===== src/rtl/sram_ctl_pkg.sv =====
package sram_ctl_pkg;

    localparam int ADDR_W = 16;
    localparam int DATA_W = 16;
    localparam int LANES  = DATA_W / 8;

    // One-hot so that each pin decode is a single-term gate off a flop.
    typedef enum logic [3:0] {
        ST_IDLE = 4'b0001,
        ST_TURN = 4'b0010,
        ST_ACC  = 4'b0100,
        ST_DONE = 4'b1000
    } seq_state_t;

    typedef struct packed {
        logic              wr;
        logic [ADDR_W-1:0] addr;
        logic [DATA_W-1:0] data;
        logic [LANES-1:0]  be;
    } access_t;

    typedef struct packed {
        logic [ADDR_W-1:0] addr;
        logic              cs1_n;
        logic              cs2;
        logic              oe_n;
        logic              we_n;
        logic [DATA_W-1:0] dq_out;
        logic              dq_oe;
    } pins_t;

    function automatic logic [DATA_W-1:0] lane_mask(input logic [LANES-1:0] be);
        logic [DATA_W-1:0] m;
        for (int i = 0; i < LANES; i++) begin
            m[i*8 +: 8] = {8{be[i]}};
        end
        return m;
    endfunction

endpackage


===== src/rtl/sram_ctl_timer.sv =====
module sram_ctl_timer #(
    parameter int WAIT_CYCLES = 3
) (
    input  logic clk,
    input  logic rst,
    input  logic run,
    output logic last
);
    localparam int CW = (WAIT_CYCLES < 2) ? 1 : $clog2(WAIT_CYCLES + 1);
    localparam logic [CW-1:0] LAST_VAL = CW'(WAIT_CYCLES - 1);

    logic [CW-1:0] cnt;

    always_ff @(posedge clk) begin
        if (rst || !run) begin
            cnt <= '0;
        end else if (cnt != LAST_VAL) begin
            cnt <= cnt + 1'b1;
        end
    end

    assign last = run && (cnt == LAST_VAL);

    // The counter never passes the end of the window.
    assert_window_bound_R2: assert property (@(posedge clk) disable iff (rst)
        run |-> (cnt <= LAST_VAL));

    // Count restarts at zero whenever a window opens.
    assert_window_start_R2: assert property (@(posedge clk) disable iff (rst)
        $rose(run) |-> (cnt == '0));

endmodule


===== src/rtl/sram_ctl_seq.sv =====
module sram_ctl_seq
    import sram_ctl_pkg::*;
(
    input  logic              clk,
    input  logic              rst,
    input  logic              req_valid,
    input  logic              req_write,
    input  logic [ADDR_W-1:0] req_addr,
    input  logic [DATA_W-1:0] req_wdata,
    input  logic [LANES-1:0]  req_be,
    input  logic              acc_last,
    input  logic [DATA_W-1:0] dq_in,
    output seq_state_t        state,
    output access_t           cur,
    output logic [DATA_W-1:0] rdata,
    output logic              ready
);
    logic after_read;

    always_ff @(posedge clk) begin
        if (rst) begin
            state      <= ST_IDLE;
            cur        <= '0;
            rdata      <= '0;
            after_read <= 1'b0;
        end else begin
            unique case (state)
                ST_IDLE: begin
                    if (req_valid) begin
                        cur.wr   <= req_write;
                        cur.addr <= req_addr;
                        cur.data <= req_wdata;
                        cur.be   <= req_be;
                        if (req_be == '0) begin
                            state <= ST_DONE;
                            rdata <= '0;
                        end else if (req_write && after_read) begin
                            state <= ST_TURN;
                        end else begin
                            state <= ST_ACC;
                        end
                    end
                end
                ST_TURN: state <= ST_ACC;
                ST_ACC: begin
                    if (acc_last) begin
                        state      <= ST_DONE;
                        after_read <= !cur.wr;
                        if (!cur.wr) begin
                            rdata <= dq_in & lane_mask(cur.be);
                        end
                    end
                end
                ST_DONE: state <= ST_IDLE;
                default: state <= ST_IDLE;
            endcase
        end
    end

    assign ready = (state == ST_DONE);

    // A parked turnaround cycle is always followed by an access.
    assert_turn_then_access_R7: assert property (@(posedge clk) disable iff (rst)
        (state == ST_TURN) |=> (state == ST_ACC));

    // Only writes ever pass through the turnaround cycle.
    assert_turn_only_write_R7: assert property (@(posedge clk) disable iff (rst)
        (state == ST_TURN) |-> cur.wr);

    // State stays one-hot.
    assert_state_onehot_R2: assert property (@(posedge clk) disable iff (rst)
        $onehot(state));

endmodule


===== src/rtl/sram_ctl_pins.sv =====
module sram_ctl_pins
    import sram_ctl_pkg::*;
(
    input  logic             clk,
    input  logic             rst,
    input  seq_state_t       state,
    input  access_t          cur,
    output pins_t            pins,
    output logic [LANES-1:0] lane_n
);
    logic in_acc;
    assign in_acc = (state == ST_ACC);

    always_comb begin
        pins.addr   = cur.addr;
        pins.dq_out = cur.data;
        pins.cs1_n  = 1'b1;
        pins.cs2    = 1'b0;
        pins.oe_n   = 1'b1;
        pins.we_n   = 1'b1;
        pins.dq_oe  = 1'b0;
        if (in_acc) begin
            pins.cs1_n = 1'b0;
            pins.cs2   = 1'b1;
            pins.we_n  = !cur.wr;
            pins.oe_n  = cur.wr;
            pins.dq_oe = cur.wr;
        end else if (state == ST_DONE) begin
            // Data held one cycle past the write strobe for hold time.
            pins.dq_oe = cur.wr && (cur.be != '0);
        end
    end

    for (genvar g = 0; g < LANES; g++) begin : g_lane
        assign lane_n[g] = !(in_acc && cur.be[g]);
    end

    // No overlap of the two bus drivers.
    assert_no_contention_R9: assert property (@(posedge clk) disable iff (rst)
        !(pins.dq_oe && !pins.oe_n && !pins.cs1_n && pins.cs2));

    // Selected memory always has at least one lane strobe active.
    assert_no_empty_select_R9: assert property (@(posedge clk) disable iff (rst)
        (!pins.cs1_n && pins.cs2) |-> (lane_n != '1));

    // Write strobe comes with outputs off and our driver on.
    assert_write_pins_R3: assert property (@(posedge clk) disable iff (rst)
        !pins.we_n |-> (pins.oe_n && pins.dq_oe && !pins.cs1_n));

    // Output enable only with the driver off and no write strobe.
    assert_read_pins_R4: assert property (@(posedge clk) disable iff (rst)
        !pins.oe_n |-> (!pins.dq_oe && pins.we_n));

endmodule


===== src/rtl/sram_byte_ctl.sv =====
module sram_byte_ctl
    import sram_ctl_pkg::*;
#(
    parameter int WAIT_CYCLES = 3
) (
    input  logic        clk,
    input  logic        rst,
    input  logic        req_valid,
    input  logic        req_write,
    input  logic [15:0] req_addr,
    input  logic [15:0] req_wdata,
    input  logic [1:0]  req_be,
    output logic        req_ready,
    output logic [15:0] rsp_rdata,
    output logic [15:0] mem_addr,
    output logic        mem_cs1_n,
    output logic        mem_cs2,
    output logic        mem_oe_n,
    output logic        mem_we_n,
    output logic        mem_ub_n,
    output logic        mem_lb_n,
    output logic [15:0] mem_dq_out,
    output logic        mem_dq_oe,
    input  logic [15:0] mem_dq_in
);
    seq_state_t       state;
    access_t          cur;
    pins_t            pins;
    logic [LANES-1:0] lane_n;
    logic             acc_last;

    sram_ctl_timer #(.WAIT_CYCLES(WAIT_CYCLES)) u_timer (
        .clk  (clk),
        .rst  (rst),
        .run  (state == ST_ACC),
        .last (acc_last)
    );

    sram_ctl_seq u_seq (
        .clk       (clk),
        .rst       (rst),
        .req_valid (req_valid),
        .req_write (req_write),
        .req_addr  (req_addr),
        .req_wdata (req_wdata),
        .req_be    (req_be),
        .acc_last  (acc_last),
        .dq_in     (mem_dq_in),
        .state     (state),
        .cur       (cur),
        .rdata     (rsp_rdata),
        .ready     (req_ready)
    );

    sram_ctl_pins u_pins (
        .clk    (clk),
        .rst    (rst),
        .state  (state),
        .cur    (cur),
        .pins   (pins),
        .lane_n (lane_n)
    );

    assign mem_addr   = pins.addr;
    assign mem_cs1_n  = pins.cs1_n;
    assign mem_cs2    = pins.cs2;
    assign mem_oe_n   = pins.oe_n;
    assign mem_we_n   = pins.we_n;
    assign mem_dq_out = pins.dq_out;
    assign mem_dq_oe  = pins.dq_oe;
    assign mem_lb_n   = lane_n[0];
    assign mem_ub_n   = lane_n[1];

    // Completion pulse lasts a single cycle.
    assert_ready_pulse_R2: assert property (@(posedge clk) disable iff (rst)
        req_ready |=> !req_ready);

    // Releasing the write strobe leaves address and data in place.
    assert_write_release_R6: assert property (@(posedge clk) disable iff (rst)
        $rose(mem_we_n) |-> ($stable(mem_addr) && $stable(mem_dq_out) && mem_dq_oe));

    // Empty byte enables finish next cycle without a select.
    assert_empty_request_R8: assert property (@(posedge clk) disable iff (rst)
        (state == ST_IDLE && req_valid && req_be == '0) |=> (req_ready && mem_cs1_n && !mem_cs2));

    // Idle cycles keep the memory parked.
    assert_idle_parked_R1: assert property (@(posedge clk) disable iff (rst)
        (state == ST_IDLE) |-> (mem_cs1_n && !mem_cs2 && mem_ub_n && mem_lb_n && !mem_dq_oe));

endmodule


===== config.mk =====
export PLATFORM = sky130hd
export DESIGN_NAME = sram_byte_ctl
export DESIGN_NICKNAME = d
export VERILOG_FILES = /design/src/rtl/sram_ctl_pkg.sv /design/src/rtl/sram_ctl_timer.sv /design/src/rtl/sram_ctl_seq.sv /design/src/rtl/sram_ctl_pins.sv /design/src/rtl/sram_byte_ctl.sv
export SDC_FILE = /design/constraint.sdc
export NUM_CORES = 1
export LEC_CHECK = 0
export ABC_AREA = 1
export BUFFER_PORTS_ARGS = -buffer_cell sky130_fd_sc_hd__buf_2
export CELL_PAD_IN_SITES_DETAIL_PLACEMENT = 0
export CELL_PAD_IN_SITES_GLOBAL_PLACEMENT = 1
export CORE_MARGIN = 10
export CORE_UTILIZATION = 31
export CTS_BUF_LIST = sky130_fd_sc_hd__clkbuf_8
export CTS_CLUSTER_DIAMETER = 150
export DETAILED_ROUTE_END_ITERATION = 6
export PLACE_DENSITY = 0.77
export SYNTH_ARGS = -nofsm -noshare
export SYNTH_HDL_FRONTEND = slang
export SYNTH_SLANG_ARGS = --single-unit
export TNS_END_PERCENT = 50

===== constraint.sdc =====
create_clock -name clk -period 1.4 [get_ports clk]
set_clock_uncertainty 0.1 [all_clocks]
set_input_delay 0 -clock clk [delete_from_list [all_inputs] [get_ports clk]]
set_output_delay 0 -clock clk [all_outputs]
set_load 0.05 [all_outputs]

Word-level counts from Yosys, hierarchy flattened
Cells that the tools add are included.

storage, ports and cells
  register bits after elaboration = 58
  input port bits = 54
  output and inout bits = 56
  word-level logic and storage cells = 50

cells by class
  add/sub/neg operators = 1
  eq/ne operators = 10
  mux-type cells = 13
  bitwise gates (word level) = 1
  reduce and logical (&&, ||, !) cells = 17

operator list
  operator                                                                  count
  16-bit two-way mux                                                        4
  16-bit one-hot mux with 2 select lines                                    1
  16-bit AND                                                                1
  4-bit two-way mux                                                         4
  4-bit one-hot mux with 3 select lines                                     1
  2-bit inequality test (second input constant)                             4
  2-bit AND reduction                                                       3
  1-bit logical AND                                                         5
  5-bit AND reduction                                                       1
  4-bit by 1-bit == test with 1-bit output (second input constant)          1
  4-bit by 2-bit == test with 1-bit output (second input constant)          1
  4-bit by 3-bit == test with 1-bit output (second input constant)          1
  4-bit == test (second input constant)                                     1
  1-bit zero test                                                           4
  2-bit nonzero test                                                        2
  3-bit two-way mux                                                         1
  2-bit by 1-bit adder with 2-bit output (second input constant)            1
  2-bit == test (second input constant)                                     1
  2-bit zero test                                                           1
  1-bit two-way mux                                                         2
  2-bit by 1-bit inequality test with 1-bit output (second input constant)  1
  1-bit logical OR                                                          1

Logic depth before layout (Yosys ltp)
Gate-level depths: netlist (run 1).

  depth after elaboration = 5
  gate-level depth with buffers = 10
  depth with buffers taken out = 9

By module
From an unflattened synthesis (run 1), not the netlist that was laid out.

unflattened totals
  cells, all modules = 390
  area, all modules = 2,746.4 um^2

by module, submodules not included
  module          instances  cells each  area each (um^2)  seq. area each (um^2)
  sram_ctl_seq    1          316         2,292.2           1,121.1
  sram_ctl_pins   1          52          327.8             0.0
  sram_ctl_timer  1          16          103.8             40.0
  sram_byte_ctl   1          6           22.5              0.0

Worst setup path after synthesis (run 1)
No wires, ideal clock.

  path type = register to output
  start = register u_seq.state[0]
  end = output port mem_dq_oe
  arrival time = 1.772 ns
  data required time = 1.300 ns
  path slack = -0.472 ns
  stages on the path, launching flop included = 6
  path buffers = 0
  cells stage by stage = dfxtp_1 nor2_2 nand2_1 nor2_1 o211ai_1 nand2_1

on the way
  longest elaborated chain between the ends = 3
  elaborated cells on any way between the ends = 4
  classes of those cells = eq/ne (2); mux (2)

RTL lines
  item                    RTL line             RTL
  from (decl)             sram_ctl_seq.sv:13   output seq_state_t state,
  from (signal assigned)  sram_ctl_seq.sv:22   state <= ST_IDLE;
  from (signal assigned)  sram_ctl_seq.sv:35   state <= ST_DONE;
  from (signal assigned)  sram_ctl_seq.sv:38   state <= ST_TURN;
  4-bit == test           -
  named net req_ready     sram_byte_ctl.sv:13  output logic req_ready,
  1-bit two-way mux       sram_ctl_pins.sv:28  end else if (state == ST_DONE) begin
  1-bit two-way mux       sram_ctl_pins.sv:22  if (in_acc) begin
  to (decl)               sram_byte_ctl.sv:23  output logic mem_dq_oe,

The timed path passes the listed nets, and every way through them passes these cells.

Worst setup path in the final report (run 1)
  start = register u_seq.state[2]
  end = output port mem_oe_n

on the way
  longest elaborated chain between the ends = 2

RTL lines
  item                                      RTL line             RTL
  4-bit by 3-bit == test with 1-bit output  sram_ctl_pins.sv:12  assign in_acc = (state == ST_ACC);
  4-bit two-way mux                         sram_ctl_pins.sv:22
  to (decl)                                 sram_byte_ctl.sv:18  output logic mem_oe_n,

No other way between the ends.

==> flow_summary_export.csv, run 1 <==
group,metric,value,unit
critical_path,cp_top_family,"buffers and inverters",
critical_path,cp-endpoint,"mem_oe_n",
clocking,cts-htree-levels,3,
run_status,failed_checks,"setup timing",
critical_path,timing.critical_path.required,1300,ps
floorplanning,floorplan.die_area,12500,µm²
sta,worst_slew_pin_slew,277,ps
pwr,irDropWorstVdd,0.919,mV
layout,multi_input_comb_area,1190,µm²
critical_path,critical_path_depth,7,
yosys,postSynthNetCount,411,
routing,sum_of_routed_wire_length_over_all_layers,8400,µm
clocking,insertion_delay,330,ps
sta,max_slew_margin,0.815,
sta,report.final.slew_viol_count,0,
place,dp.final_hpwl,5260,µm
routing,metal2_wl,4510,µm
run_status,run_status,"finished with violations",
pwr,power_consumption,0.00940,W
sta,report.final.setup_viol,42,
layout,final-seq-area,1170,µm²
floorplanning,core,8220,µm²
yosys,postSynthCellCount,356,
pwr,sequential_share_of_power,0.267,
grt,grt_pass1_wl,13100,µm
clocking,tritoncts,"yes",
layout,num-nets-final,568,
floorplanning,fp.dieH,112,µm
pwr,power.static_leakage,2.03,nW
grt,grt_antenna_before_repair,0,
yosys,muxShareOfSynthArea,0,
sta,fmax,651,MHz
yosys,post_synth_xor_area_fraction,0.00335,
worst_hold_path,min_path_type,"flop to flop",
critical_path,count_of_buffering_cells_on_the_critical_path_with_inverters_included,4,
grt,overflow,0,
critical_path,worst-endpoint-arrival,1440,ps
sta,hold_viol,0,
grt,first_global_vias,2634,
clocking,cts_sinks,58,
pwr,powerDensity,2170,nW/µm²
sta,rsz0062_at_grt,"true",
routing,ant_nets,0,
flow_run,timing.max_cap.violations,0,
place,dp.cells,539,
routing,met3RoutedLength,407,µm
critical_path,critical_r2r_capture,"u_seq.rdata[11]",
clocking,clock_tree.root_cell,"sky130_fd_sc_hd__clkbuf_8",
yosys,combinational_family_with_the_most_area_after_synthesis,"simple AND/OR/NAND/NOR gates",
critical_path,crit_path_max_fanout,4,
pwr,switching_share,0.491,
critical_path,critical_path.startpoint,"u_seq.state[2]",
critical_path,crit_path_end_kind,"output pin",
floorplanning,row_count,33,
critical_path,criticalPathCategory,"flop to output pin",
critical_path,ff2ff_setup_slack,-80,ps
yosys,synth_seq_area_share,0.444,
sta,min_period_over_period,1.10,
layout,drive_gt1_frac,0.418,
sta,min_period,1540,ps
pwr,clock_power_share,0.144,
pwr,cellInternalPower,0.00478,W
routing,vias,2657,
place,place.port_buffers,109,
layout,insertedDiodeCount,0,
layout,final_cells,622,
routing,detail_route.iter0.violations,112,
layout,fin_util,0.527,
grt,grt_max_degree,53,
floorplanning,io_pins,110,
routing,vias_per_cell,4.27,
clocking,clk_pin_slew_worst_paths,60,ps
critical_path,crit_chain,"inv_4 -> nor2_4 -> nand2_4 -> buf_8 -> clkinvlp_4 -> nand2_4 -> buf_8",
critical_path,regToRegStartpoint,"u_seq.state[2]",
routing,post_drt_wl_per_cell,13.5,µm
clocking,cts_made_buffers,9,
pwr,power.combinational.fraction,0.588,
grt,globalRouteTotalUtil,0.127,
routing,detail_route.wirelength.met1,3380,µm
yosys,synth-adder-area-share,0.00478,
pwr,switching_power,0.00461,W
yosys,synth_simple_gate_area_frac,0.196,
place,gp_congestion,0.796,
yosys,synth.distinct_cells,23,
yosys,synth_compound_gate_area_share,0.159,
layout,nFillCells,755,
routing,drt_first_pass_iters,4,
yosys,synth.cell_area,2620,µm²
critical_path,cell_with_the_biggest_individual_delay_on_the_critical_path,"sky130_fd_sc_hd__dfxtp_4",
floorplanning,initial_utilization,0.318,
yosys,avgSynthCellArea,7.35,µm²
routing,routed.top_layer,"met4",
critical_path,timing.critical_path.slowest_cell_delay,380,ps
routing,detail_route.drc_violations,0,
layout,layout_area_growth_over_synthesis,65.6,%
yosys,synth-warning-count,0,
yosys,synth_seq_cells,58,
floorplanning,dieWidth,112,µm
sta,final_worst_setup_slack,-137,ps
clocking,cts-root-to-sink-buffers,2,
critical_path,worstSetupStartpointType,"flop",
critical_path,reg2reg_depth,9,
worst register-to-register path: stages, from the launching register on:
cell,delay [ps]
sky130_fd_sc_hd__dfxtp_4,370
sky130_fd_sc_hd__nor2_4,150
sky130_fd_sc_hd__buf_4,130
sky130_fd_sc_hd__nand3_2,140
sky130_fd_sc_hd__nand3_4,130
sky130_fd_sc_hd__nor2_4,40
sky130_fd_sc_hd__buf_12,140
sky130_fd_sc_hd__nand2_1,70
sky130_fd_sc_hd__nand2_1,40
sky130_fd_sc_hd__nor2_1,100
cell type report:
| type | count | area share |
|---|---|---|
| Clock buffer | 11 | 0.0350 |
| Clock inverter | 4 | 0.00433 |
| Inverter | 49 | 0.0439 |
| Multi-Input combinational cell | 202 | 0.275 |
| Sequential cell | 58 | 0.270 |
| Tap cell | 105 | 0.0303 |
| Timing Repair Buffer | 193 | 0.341 |
registers in the layout, summed over array words and instances (netlist names):
| register | flops |
|---|---|
| u_seq.after_read | 1 |
| u_seq.cur | 35 |
| u_seq.rdata | 16 |
| u_seq.state | 4 |
| u_timer.cnt | 2 |
worst min-delay path by stage:
stage | from | to | slack [ps] | depth (start not counted)
finish | u_seq.cur[29] | u_seq.cur[29] | 340 | 2
detailed placement | rst | u_seq.state[2] | 160 | 2
global route | u_seq.cur[2] | u_seq.cur[2] | 360 | 2
CTS | rst | u_seq.state[1] | 330 | 3
global placement | rst | u_seq.state[2] | 160 | 2
floorplan | rst | u_seq.state[2] | -40 | 1
synth_stat cells:
| cell type | n | area share |
|---|---|---|
| sky130_fd_sc_hd__o211ai_1 | 1 | 0.0029 |
| sky130_fd_sc_hd__nand3_1 | 8 | 0.015 |
| sky130_fd_sc_hd__nor2_4 | 1 | 0.0043 |
| sky130_fd_sc_hd__ha_1 | 1 | 0.0048 |
| sky130_fd_sc_hd__buf_4 | 33 | 0.095 |
| sky130_fd_sc_hd__nor3_1 | 3 | 0.0057 |
| sky130_fd_sc_hd__buf_6 | 2 | 0.0086 |
| sky130_fd_sc_hd__nand2_4 | 1 | 0.0043 |
| sky130_fd_sc_hd__o21ai_0 | 37 | 0.071 |
| sky130_fd_sc_hd__xor2_1 | 1 | 0.0033 |
| sky130_fd_sc_hd__o21bai_1 | 5 | 0.014 |
| sky130_fd_sc_hd__nand3_2 | 1 | 0.0038 |
| sky130_fd_sc_hd__nand2_2 | 6 | 0.014 |
| sky130_fd_sc_hd__nor2_1 | 45 | 0.065 |
| sky130_fd_sc_hd__nor2_2 | 4 | 0.0096 |
| sky130_fd_sc_hd__inv_1 | 49 | 0.070 |
| sky130_fd_sc_hd__nand4_1 | 1 | 0.0024 |
| sky130_fd_sc_hd__nand2_1 | 50 | 0.072 |
| sky130_fd_sc_hd__clkbuf_4 | 1 | 0.0029 |
| sky130_fd_sc_hd__dfxtp_1 | 58 | 0.44 |
| sky130_fd_sc_hd__buf_2 | 1 | 0.0019 |
| sky130_fd_sc_hd__clkbuf_1 | 10 | 0.014 |
| sky130_fd_sc_hd__a21oi_1 | 37 | 0.071 |
metrics by stage:
stage | hold slack, ps | cell area [µm²] | worst slack (ps) | setup TNS, ps
global route | 361 | 4330 | -198 | -5870
detailed placement | 164 | 3210 | -112 | -3670
finish | 340 | 4330 | -137 | -2110
global placement | 165 | 3210 | -68.5 | -1370
floorplan | -40.6 | 2680 | -67.9 | -670
CTS | 335 | 4150 | -150 | -2320
layer usage:
metal  track usage  vias up
li1              -     1395
met1         0.133     1194
met2         0.230       59
met3        0.0435        9
met4        0.0420        0
met5             0        -
power by group through the flow:
stage | registers, W | logic, W | clock network, W
final | 0.00251 | 0.00553 | 0.00135
after global placement | 0.00250 | 0.00462 | 0
after CTS | 0.00250 | 0.00539 | 0.00141
after global routing | 0.00258 | 0.00594 | 0.00149
after floorplan | 0.00286 | 0.00358 | 0
after detailed placement | 0.00252 | 0.00468 | 0
cells by family (layout without fill, tap and decap cells):
logic type,after synthesis,count (layout)
AND/OR/NAND/NOR,120,120
buffers and inverters,96,257
AO/OA/AOI/OAI,80,80
flip-flops,58,58
adder cells (fa/ha/maj),1,1
XOR/XNOR,1,1
timing repair:
item / in CTS / in global routing
setup buffers: 8 / 5
resized for setup: 33 / 68
hold buffers: 53 / 0
endpoints found under the hold margin: 58 / 0
gates cloned: 3 / 0
pin swaps: 5 / 10
setup endpoints to repair: 58 / 63
placed cells by master (no fill, tap or decap), types with 4 or more instances in the layout:
master,Yosys,final
sky130_fd_sc_hd__buf_6,2,8
sky130_fd_sc_hd__buf_8,0,4
sky130_fd_sc_hd__inv_1,49,46
sky130_fd_sc_hd__o21ai_1,0,4
sky130_fd_sc_hd__nand2_2,6,10
sky130_fd_sc_hd__o21ai_2,0,16
sky130_fd_sc_hd__buf_4,33,20
sky130_fd_sc_hd__dfxtp_1,58,54
sky130_fd_sc_hd__nand2_1,50,44
sky130_fd_sc_hd__a21oi_1,37,32
sky130_fd_sc_hd__clkbuf_8,0,11
sky130_fd_sc_hd__o21ai_0,37,15
sky130_fd_sc_hd__buf_2,1,102
sky130_fd_sc_hd__nor2_4,1,7
sky130_fd_sc_hd__buf_12,0,4
sky130_fd_sc_hd__o21bai_1,5,5
sky130_fd_sc_hd__nand3_4,0,4
sky130_fd_sc_hd__dlygate4sd3_1,0,53
sky130_fd_sc_hd__nor2_1,45,40
sky130_fd_sc_hd__a21oi_2,0,4
(Power assumes the default switching activity.)
==> run 2, diff against run 1 <==
- CORE_ASPECT_RATIO: not set -> 0.6
- CORE_MARGIN: 10 -> not set
==> flow_summary_export.csv, run 2 (synthesis results as in run 1) <==
group,metric,value,unit
layout,layout_area_growth_over_synthesis,59.6,%
clocking,cts-htree-levels,3,
layout,drive_gt1_frac,0.366,
critical_path,worstSetupStartpointType,"flop",
routing,vias,2614,
layout,largest_registers,"u_seq.cur (35), u_seq.rdata (16), u_seq.state (4)",
routing,drt_first_pass_iters,4,
grt,grt_max_degree,37,
grt,grt_pass1_wl,11300,µm
routing,sum_of_routed_wire_length_over_all_layers,7280,µm
layout,mostFrequentLayoutCells,"sky130_fd_sc_hd__buf_2 (101), sky130_fd_sc_hd__dfxtp_1 (54), sky130_fd_sc_hd__dlygate4sd3_1 (52), sky130_fd_sc_hd__inv_1 (46), sky130_fd_sc_hd__nand2_1 (46)",
sta,min_period,1540,ps
sta,report.final.setup_viol,57,
layout,nFillCells,771,
clocking,cts_made_buffers,9,
sta,final_worst_setup_slack,-143,ps
floorplanning,dieWidth,121,µm
clocking,tritoncts,"yes",
floorplanning,core,8010,µm²
grt,overflow,0,
place,placed_area,3220,µm²
grt,first_global_vias,2432,
sta,min_period_over_period,1.10,
routing,post_drt_wl_per_cell,11.7,µm
critical_path,crit_path_end_kind,"output pin",
floorplanning,io_pins,110,
layout,num-nets-final,566,
grt,globalRouteTotalUtil,0.170,
clocking,clock_tree.root_cell,"sky130_fd_sc_hd__clkbuf_8",
routing,detail_route.drc_violations,0,
clocking,clk_pin_slew_worst_paths,60,ps
routing,vias_per_cell,4.19,
place,gp_congestion,0.831,
routing,ant_nets,0,
sta,max_slew_margin,0.808,
sta,fmax,648,MHz
critical_path,ff2ff_setup_slack,-130,ps
grt,grt_antenna_before_repair,0,
pwr,power_consumption,0.00921,W
pwr,power.static_leakage,2.00,nW
routing,detail_route.iter0.violations,97,
floorplanning,row_count,25,
layout,largest_reg_flops,35,
place,dp.final_hpwl,4560,µm
floorplanning,floorplan.die_area,8820,µm²
sta,hold_viol,0,
place,place.port_buffers,109,
sta,report.final.slew_viol_count,0,
clocking,cts-root-to-sink-buffers,2,
sta,worst_slew_pin_slew,287,ps
critical_path,timing.critical_path.required,1300,ps
critical_path,criticalPathCategory,"flop to output pin",
flow_run,timing.max_cap.violations,0,
pwr,powerDensity,2210,nW/µm²
clocking,insertion_delay,340,ps
floorplanning,fp.dieH,73.1,µm
layout,final_common_cell,"sky130_fd_sc_hd__buf_2",
place,dp_worst_setup_slack,-124,ps
pwr,irDropWorstVdd,0.898,mV
layout,finish.instance_area,4170,µm²
critical_path,crit_path_max_fanout,4,
clocking,cts_sinks,58,
run_status,failed_checks,"setup timing",
sta,whs,56.1,ps
run_status,run_status,"finished with violations",
critical_path,worst-endpoint-arrival,1440,ps
layout,largest-register,"u_seq.cur",
floorplanning,initial_utilization,0.327,
sta,rsz0062_at_grt,"true",
layout,insertedDiodeCount,0,
worst_hold_path,min_path_type,"input pin to flop",
run 2: worst paths after layout:
path | from | cells past startpoint | to
worst max-delay path | u_seq.state[1] | 6 | mem_dq_oe
worst min-delay path | req_valid | 4 | u_seq.state[0]
worst min register to register | u_seq.cur[16] | 2 | u_seq.cur[16]
worst max register to register | u_seq.state[2] | 11 | u_seq.rdata[11]
run 2: critical path: stages, from the launching register on:
cell and delay [ps]:
sky130_fd_sc_hd__dfxtp_2 350, sky130_fd_sc_hd__nor2_4 180, sky130_fd_sc_hd__buf_6 140, sky130_fd_sc_hd__nand3_4 100
sky130_fd_sc_hd__buf_6 150, sky130_fd_sc_hd__nand2_4 60, sky130_fd_sc_hd__buf_8 140
run 2: stage by stage:
step	setup TNS [ps]	utilization	instances
after floorplan	-670	-	356
after global placement	-1640	0.403	547
after detailed placement	-3430	0.403	547
after CTS	-3580	0.514	623
after global routing	-9500	0.521	624
final	-3230	0.521	624
run 2: per-layer routing:
layer,GRT usage,share of wire
met3,0.0555,0.063
met4,0.0658,0.014
met2,0.273,0.43
met1,0.213,0.50
met5,0,0
run 2: area by class of cell:
type | count | area, µm² | area share
Timing Repair Buffer | 191 | 1410 | 0.337
Sequential cell | 58 | 1170 | 0.280
Multi-Input combinational cell | 202 | 1050 | 0.253
Inverter | 49 | 188 | 0.0450
Clock buffer | 10 | 138 | 0.0330
Tap cell | 108 | 135 | 0.0324
Clock inverter | 6 | 81.3 | 0.0195
run 2: power by group:
group          internal, W  switching (W)
clock network      0.00104       0.000672
logic              0.00159        0.00341
registers          0.00220       0.000301
total              0.00483        0.00438
run 2: what timing repair did:
item | CTS | global route
pin swaps | 4 | 5
endpoints found under the setup margin | 61 | 66
hold buffers | 52 | 0
resized for setup | 31 | 17
gates cloned | 0 | 0
buffers inserted | 8 | 1
endpoints found under the hold margin | 57 | 0
